File: src/rtl/attr_bridge_pkg.sv
package attr_bridge_pkg;

   localparam int ID_W = 8;

   localparam logic [ID_W-1:0] TX_LO       = 8'h21;
   localparam logic [ID_W-1:0] TX_HI       = 8'h34;
   localparam logic [ID_W-1:0] RX_LO       = 8'hA1;
   localparam logic [ID_W-1:0] RX_HI       = 8'hA8;
   localparam logic [ID_W-1:0] RX_EXTRA    = 8'h89;
   localparam logic [ID_W-1:0] CLASS_BOUND = 8'hA1;

   localparam int TX_CNT   = int'(TX_HI) - int'(TX_LO) + 1;
   localparam int RX_CNT   = int'(RX_HI) - int'(RX_LO) + 1;
   localparam int NUM_ATTR = TX_CNT + RX_CNT + 1;
   localparam int IDX_W    = $clog2(NUM_ATTR);

   // bit position of each operation inside one lane's control nibble
   typedef enum int {
      OP_RD  = 0,
      OP_WR  = 1,
      OP_TXU = 2,
      OP_RXU = 3
   } lane_op_e;

   localparam int OPS_PER_LANE = 4;

   typedef struct packed {
      logic             hit;
      logic [IDX_W-1:0] idx;
   } slot_t;

   function automatic slot_t locate(input logic [ID_W-1:0] id);
      slot_t s;
      s.hit = 1'b0;
      s.idx = '0;
      if (id >= TX_LO && id <= TX_HI) begin
         s.hit = 1'b1;
         s.idx = IDX_W'(int'(id) - int'(TX_LO));
      end else if (id >= RX_LO && id <= RX_HI) begin
         s.hit = 1'b1;
         s.idx = IDX_W'(TX_CNT + int'(id) - int'(RX_LO));
      end else if (id == RX_EXTRA) begin
         s.hit = 1'b1;
         s.idx = IDX_W'(TX_CNT + RX_CNT);
      end
      return s;
   endfunction

   function automatic logic [ID_W-1:0] slot_id(input int i);
      if (i < TX_CNT)               return ID_W'(int'(TX_LO) + i);
      else if (i < TX_CNT + RX_CNT) return ID_W'(int'(RX_LO) + i - TX_CNT);
      else                          return RX_EXTRA;
   endfunction

   function automatic logic class_is_tx(input logic [ID_W-1:0] id);
      return id < CLASS_BOUND;
   endfunction

endpackage

File: src/rtl/attr_bridge_regs.sv
module attr_bridge_regs #(
   parameter int DATA_W   = 32,
   parameter int ADDR_W   = 12,
   parameter int LANES    = 2,
   parameter int VAL_W    = 8,
   parameter int CTRL_OFS = 'h16C,
   parameter int ID_OFS   = 'h170,
   parameter int WVAL_OFS = 'h174,
   parameter int RDV_OFS  = 'h178
) (
   input  logic                        clk,
   input  logic                        rst_n,
   input  logic                        bus_wr,
   input  logic [ADDR_W-1:0]           bus_addr,
   input  logic [DATA_W-1:0]           bus_wdata,
   output logic [DATA_W-1:0]           bus_rdata,
   input  logic [LANES-1:0][VAL_W-1:0] lane_rdval,
   output logic [DATA_W-1:0]           id_q,
   output logic [DATA_W-1:0]           wval_q,
   output logic [4*LANES-1:0]          strobe_q
);
   localparam int CW = 4 * LANES;

   logic [DATA_W-1:0] ctrl_q;
   logic              sel_ctrl, sel_id, sel_wval;

   assign sel_ctrl = bus_wr && (bus_addr == ADDR_W'(CTRL_OFS));
   assign sel_id   = bus_wr && (bus_addr == ADDR_W'(ID_OFS));
   assign sel_wval = bus_wr && (bus_addr == ADDR_W'(WVAL_OFS));

   always_ff @(posedge clk or negedge rst_n) begin
      if (!rst_n) begin
         ctrl_q   <= '0;
         id_q     <= '0;
         wval_q   <= '0;
         strobe_q <= '0;
      end else begin
         if (sel_ctrl) ctrl_q <= bus_wdata;
         if (sel_id)   id_q   <= bus_wdata;
         if (sel_wval) wval_q <= bus_wdata;
         // only bits that go from clear to set produce a pulse
         strobe_q <= sel_ctrl ? (bus_wdata[CW-1:0] & ~ctrl_q[CW-1:0]) : '0;
      end
   end

   always_comb begin
      bus_rdata = '0;
      if (bus_addr == ADDR_W'(CTRL_OFS)) bus_rdata = ctrl_q;
      if (bus_addr == ADDR_W'(ID_OFS))   bus_rdata = id_q;
      if (bus_addr == ADDR_W'(WVAL_OFS)) bus_rdata = wval_q;
      for (int n = 0; n < LANES; n++) begin
         if (bus_addr == ADDR_W'(RDV_OFS + 4 * n))
            bus_rdata = DATA_W'(lane_rdval[n]);
      end
   end

endmodule

File: src/rtl/attr_lane_store.sv
module attr_lane_store
   import attr_bridge_pkg::*;
#(
   parameter int DATA_W = 32,
   parameter int VAL_W  = 8
) (
   input  logic              clk,
   input  logic              rst_n,
   input  logic              rd_stb,
   input  logic              wr_stb,
   input  logic              txu_stb,
   input  logic              rxu_stb,
   input  logic [DATA_W-1:0] attr_id,
   input  logic [VAL_W-1:0]  wr_val,
   output logic [VAL_W-1:0]  rd_val
);
   logic [VAL_W-1:0] pend [NUM_ATTR];
   logic [VAL_W-1:0] act  [NUM_ATTR];

   slot_t slot;
   logic  id_narrow, hit, sel_tx, upd_tx, upd_rx;

   assign id_narrow = (attr_id[DATA_W-1:ID_W] == '0);
   assign slot      = locate(attr_id[ID_W-1:0]);
   assign hit       = id_narrow && slot.hit;
   assign sel_tx    = id_narrow && class_is_tx(attr_id[ID_W-1:0]);
   assign upd_tx    = txu_stb && sel_tx;
   assign upd_rx    = rxu_stb && !sel_tx;

   always_ff @(posedge clk or negedge rst_n) begin
      if (!rst_n) begin
         for (int i = 0; i < NUM_ATTR; i++) begin
            pend[i] <= '0;
            act[i]  <= '0;
         end
         rd_val <= '0;
      end else begin
         if (wr_stb && hit) pend[slot.idx] <= wr_val;
         for (int i = 0; i < NUM_ATTR; i++) begin
            if ((upd_tx && class_is_tx(slot_id(i))) ||
                (upd_rx && !class_is_tx(slot_id(i)))) begin
               // a write in the same cycle is forwarded straight to active
               act[i] <= (wr_stb && hit && slot.idx == IDX_W'(i)) ? wr_val : pend[i];
            end
         end
         if (rd_stb) rd_val <= hit ? act[slot.idx] : '0;
      end
   end

endmodule

File: src/rtl/attr_bridge_cmp.sv
module attr_bridge_cmp #(
   parameter int LANES = 2,
   parameter int VAL_W = 8
) (
   input  logic                        clk,
   input  logic                        rst_n,
   input  logic [LANES-1:0]            rd_stb,
   input  logic [LANES-1:0][VAL_W-1:0] rdval,
   output logic                        mismatch
);
   logic all_read_q;
   logic differ;

   always_comb begin
      differ = 1'b0;
      for (int n = 1; n < LANES; n++)
         if (rdval[n] != rdval[0]) differ = 1'b1;
   end

   always_ff @(posedge clk or negedge rst_n) begin
      if (!rst_n) begin
         all_read_q <= 1'b0;
         mismatch   <= 1'b0;
      end else begin
         all_read_q <= &rd_stb;
         if (all_read_q && differ) mismatch <= 1'b1;
      end
   end

endmodule

File: src/rtl/attr_bridge.sv
module attr_bridge
   import attr_bridge_pkg::*;
#(
   parameter int DATA_W   = 32,
   parameter int ADDR_W   = 12,
   parameter int LANES    = 2,
   parameter int VAL_W    = 8,
   parameter int CTRL_OFS = 'h16C,
   parameter int ID_OFS   = 'h170,
   parameter int WVAL_OFS = 'h174,
   parameter int RDV_OFS  = 'h178
) (
   input  logic              clk,
   input  logic              rst_n,
   input  logic              bus_wr,
   input  logic [ADDR_W-1:0] bus_addr,
   input  logic [DATA_W-1:0] bus_wdata,
   output logic [DATA_W-1:0] bus_rdata,
   output logic              lane_mismatch
);
   localparam int CW = OPS_PER_LANE * LANES;

   if (LANES < 2) begin : g_bad_lanes
      $error("attr_bridge: at least two lanes are needed");
   end
   if (CW > DATA_W || VAL_W > DATA_W || ID_W >= DATA_W) begin : g_bad_width
      $error("attr_bridge: control, value or id width exceeds data width");
   end

   logic [DATA_W-1:0]           id_q, wval_q;
   logic [CW-1:0]               strobe;
   logic [LANES-1:0]            stb_rd;
   logic [LANES-1:0][VAL_W-1:0] lane_rdval;

   attr_bridge_regs #(
      .DATA_W(DATA_W), .ADDR_W(ADDR_W), .LANES(LANES), .VAL_W(VAL_W),
      .CTRL_OFS(CTRL_OFS), .ID_OFS(ID_OFS), .WVAL_OFS(WVAL_OFS), .RDV_OFS(RDV_OFS)
   ) u_regs (
      .clk(clk), .rst_n(rst_n),
      .bus_wr(bus_wr), .bus_addr(bus_addr), .bus_wdata(bus_wdata),
      .bus_rdata(bus_rdata), .lane_rdval(lane_rdval),
      .id_q(id_q), .wval_q(wval_q), .strobe_q(strobe)
   );

   for (genvar n = 0; n < LANES; n++) begin : g_lane
      assign stb_rd[n] = strobe[OPS_PER_LANE*n + OP_RD];
      attr_lane_store #(.DATA_W(DATA_W), .VAL_W(VAL_W)) u_store (
         .clk(clk), .rst_n(rst_n),
         .rd_stb(stb_rd[n]),
         .wr_stb(strobe[OPS_PER_LANE*n + OP_WR]),
         .txu_stb(strobe[OPS_PER_LANE*n + OP_TXU]),
         .rxu_stb(strobe[OPS_PER_LANE*n + OP_RXU]),
         .attr_id(id_q),
         .wr_val(wval_q[VAL_W-1:0]),
         .rd_val(lane_rdval[n])
      );
   end

   attr_bridge_cmp #(.LANES(LANES), .VAL_W(VAL_W)) u_cmp (
      .clk(clk), .rst_n(rst_n),
      .rd_stb(stb_rd), .rdval(lane_rdval), .mismatch(lane_mismatch)
   );

endmodule

File: config.mk
export PLATFORM = sky130hd
export DESIGN_NAME = attr_bridge
export DESIGN_NICKNAME = d
export VERILOG_FILES = /design/src/rtl/attr_bridge_pkg.sv /design/src/rtl/attr_bridge_regs.sv /design/src/rtl/attr_lane_store.sv /design/src/rtl/attr_bridge_cmp.sv /design/src/rtl/attr_bridge.sv
export SDC_FILE = /design/constraint.sdc
export NUM_CORES = 1
export LEC_CHECK = 0
export BUFFER_PORTS_ARGS = -buffer_cell sky130_fd_sc_hd__buf_2
export CAP_MARGIN = 20
export CORE_UTILIZATION = 55
export DETAILED_ROUTE_END_ITERATION = 16
export PLACE_DENSITY = 0.71
export SYNTH_ARGS = -nofsm -noshare
export SYNTH_HDL_FRONTEND = slang
export SYNTH_SLANG_ARGS = --single-unit
File: constraint.sdc
create_clock -name clk -period 4.7 [get_ports clk]
set_clock_uncertainty 0.05 [all_clocks]
set_input_delay 0.235 -clock clk [delete_from_list [all_inputs] [get_ports clk]]
set_output_delay 0.235 -clock clk [all_outputs]
set_load 0.05 [all_outputs]
==> impl_metrics.json <==
{
  "vias": 28700,
  "worst_ep_arrival_time_ps": 4910,
  "avgSynthCellArea_um2": 13.5,
  "met3_length_um": 8400,
  "ios": 80,
  "crit_path_max_incr_delay_ps": 620,
  "drc": 0,
  "grt.overflow.total": 0,
  "critPathRequiredTime_ps": 5200,
  "syn_area_mm2": 0.0451,
  "port_buffers": 79,
  "wl_met2_um": 54100,
  "core_mm2": 0.0809,
  "maxCapViolCount": 0,
  "wl_met1_um": 50200,
  "ant_nets": 0,
  "setup_slack_ps": 294,
  "chipWidth_um": 289,
  "setup_tns_ps": 0,
  "die_area_mm2": 0.0832,
  "synth_cell_types": 77,
  "nets": 3486,
  "grt_pass1_vias": 30300,
  "ir_drop_uv": 263,
  "firstDrtPassIters": 5,
  "hold_violations": 0,
  "powerDensity_mw_per_mm2": 351,
  "fillers": 6003,
  "critPathCaptureType": "register",
  "fmax_mhz": 227,
  "slew_headroom_pct": 31.3,
  "synthToLayoutAreaGrowth_pct": 12.4,
  "top_layer": "met4",
  "grt_pass1_wl_um": 184000,
  "num_rows": 104,
  "gp_congestion": 0.903,
  "detail_route.wl_per_cell_um": 25.4,
  "hold_class": "in2async",
  "synth_nets": 3403,
  "period_needed_ps": 4410,
  "syn_inst": 3353,
  "synth.area.top_cells": "dfrtp_1 58%, mux2_2 24%, mux2i_1 2.1%, nand2_1 1.7%, clkbuf_1 1.5%",
  "dr.first_iter.drc_count": 2570,
  "yosys.area.top_type": "dfrtp_1",
  "htree_num_levels": 3,
  "ys_async_sr_fraction_pct": 100,
  "dp_hpwl_um": 72300,
  "setup_violations": 0,
  "grt_max_degree": 175,
  "cts_inserted_buffers": 106,
  "maxSlewViolCount": 0,
  "cts_buffer_depth": 3,
  "cp_slowest_cell": "or3_1",
  "critPathKind": "reg2reg",
  "p_leak_nw": 24.9,
  "initial_core_util_pct": 55.8,
  "antenna_found_initial": 0,
  "synth_warnings": 0,
  "vias_per_cell": 6.26,
  "clock_latency_ps": 690,
  "drive_gt1_share_pct": 40.4,
  "yosysTopAreaCellShare_pct": 58.2,
  "ctsHoldBuffers": 35,
  "final_cell_mix": "1041 x dfrtp_1, 981 x mux2_2, 201 x nand2_1",
  "cts_resized": 0,
  "dp_slack_ps": 376,
  "grtUsageTotal_pct": 28.9,
  "rsz0062_at_grt": "false",
  "antenna-diode-count": 0,
  "post_cts_buffers": 0,
  "min_period_over_period_pct": 93.7,
  "synth-seq-area-share_pct": 58.2,
  "worst_slew_pin_slew_ps": 1030,
  "ys_dominant_reg_cell": "dfrtp_1",
  "path_cells": "inv_1 -> ha_1 -> nor4b_4 -> nor4_1 -> buf_4 -> or3_2 -> nand2_1 -> nand2_2 -> or3_1 -> mux2_4 -> mux2_2",
  "worst-path-buf-inv": 2,
  "crit_family": "simple AND/OR/NAND/NOR gates",
  "drt-total-wl_um": 117000,
  "cts_root_buffer": "clkbuf_16",
  "final_common_cell": "dfrtp_1",
  "synth-seq-cells": 1050,
  "clk_pin_slew_ps": 60,
  "synth_edf_count": 0,
  "cp-start-kind": "register",
  "cts.sinks": 1050,
  "cts_tree": "built",
  "status": "finished, final reports clean",
  "dieHeight_um": 289,
  "worst-path-max-fanout": 13
}
per-stage QoR:
stage                     cell area (um^2)  std cells  util (%)  total power [mW]  hold WS, ps
after global routing                 50700       4583      62.7              18.4          195
after CTS                            50700       4583      62.7              18.0          144
after floorplan                      45100       3353         -              9.28         -111
after detailed placement             46900       4353      57.9              9.54          272
after global placement               46900       4353      57.9              9.53          259
final                                50700       4583      62.7              17.8          146
layer usage:
metal	vias up	global-route usage, %
met2	1062	45.0
met4	0	9.74
met1	15100	40.9
met3	237	5.31
met5	-	0
li1	12300	-
cell type report:
cell class	instances	area, um^2	share of cell area [%]
Multi-Input combinational cell	2068	18000	35.5
Sequential cell	1050	26300	51.8
Timing Repair Buffer	200	1550	3.06
Inverter	10	37.5	0.0740
Clock inverter	36	378	0.745
Tap cell	1060	1330	2.61
Clock buffer	159	3130	6.18
flip-flops by register name, summed over array words and instances, names as in the netlist:
| signal | count |
|---|---|
| g_lane.u_store.rd_val | 16 |
| u_regs.ctrl_q | 32 |
| u_cmp.mismatch | 1 |
| u_regs.id_q | 32 |
| u_cmp.all_read_q | 1 |
| g_lane.u_store.act | 464 |
| u_regs.wval_q | 32 |
| u_regs.strobe_q | 8 |
| g_lane.u_store.pend | 464 |
path summary, 6_finish.rpt:
kind,from,to,slack (ps),cells after the start
min,rst_n,g_lane[0].u_store.pend[92],150,2
min in group clk,bus_addr[3],u_regs.wval_q[2],190,4
max reg2reg,u_regs.id_q[1],g_lane[0].u_store.act[0],290,11
max,u_regs.id_q[1],g_lane[0].u_store.act[0],290,11
min reg2reg,u_regs.ctrl_q[6],u_regs.strobe_q[6],410,1
max in group asynchronous,rst_n,g_lane[1].u_store.pend[146],3000,3
cells in the mapped netlist, types with 23 or more instances:
cell / instances
a21oi_1: 122
a221oi_1: 27
buf_2: 23
clkbuf_1: 178
dfrtp_1: 1050
mux2_2: 981
mux2i_1: 95
nand2_1: 204
nand3_1: 25
nor2_1: 119
nor2_2: 30
o21ai_0: 100
o22ai_1: 71
kinds of logic (layout without fill, tap and decap cells):
| logic type | count (synthesis) | after routing | share of synthesized area [%] |
|---|---|---|---|
| simple gates | 506 | 506 | 5.73 |
| buf+inv | 235 | 405 | 2.05 |
| flops | 1050 | 1050 | 58.2 |
| xor+xnor | 12 | 12 | 0.233 |
| mux | 1111 | 1111 | 27.6 |
| fa+ha+maj | 3 | 3 | 0.0831 |
| compound gates | 436 | 436 | 6.12 |
power by group:
group	internal [mW]	switching (mW)	leakage, nW
clock	4.93	3.51	1.74
sequential	9.04	0.00576	14.7
combinational	0.0777	0.266	8.55
total	14.0	3.79	24.9
worst reg2reg max path, stage by stage (launching register included):
cell,delay (ps)
dfrtp_1,420
inv_1,180
ha_1,280
nor4b_4,400
nor4_1,110
buf_4,180
or3_2,610
nand2_1,460
nand2_2,330
or3_1,620
mux2_4,390
mux2_2,270
Note: power is estimated with default switching activity, not from simulation.
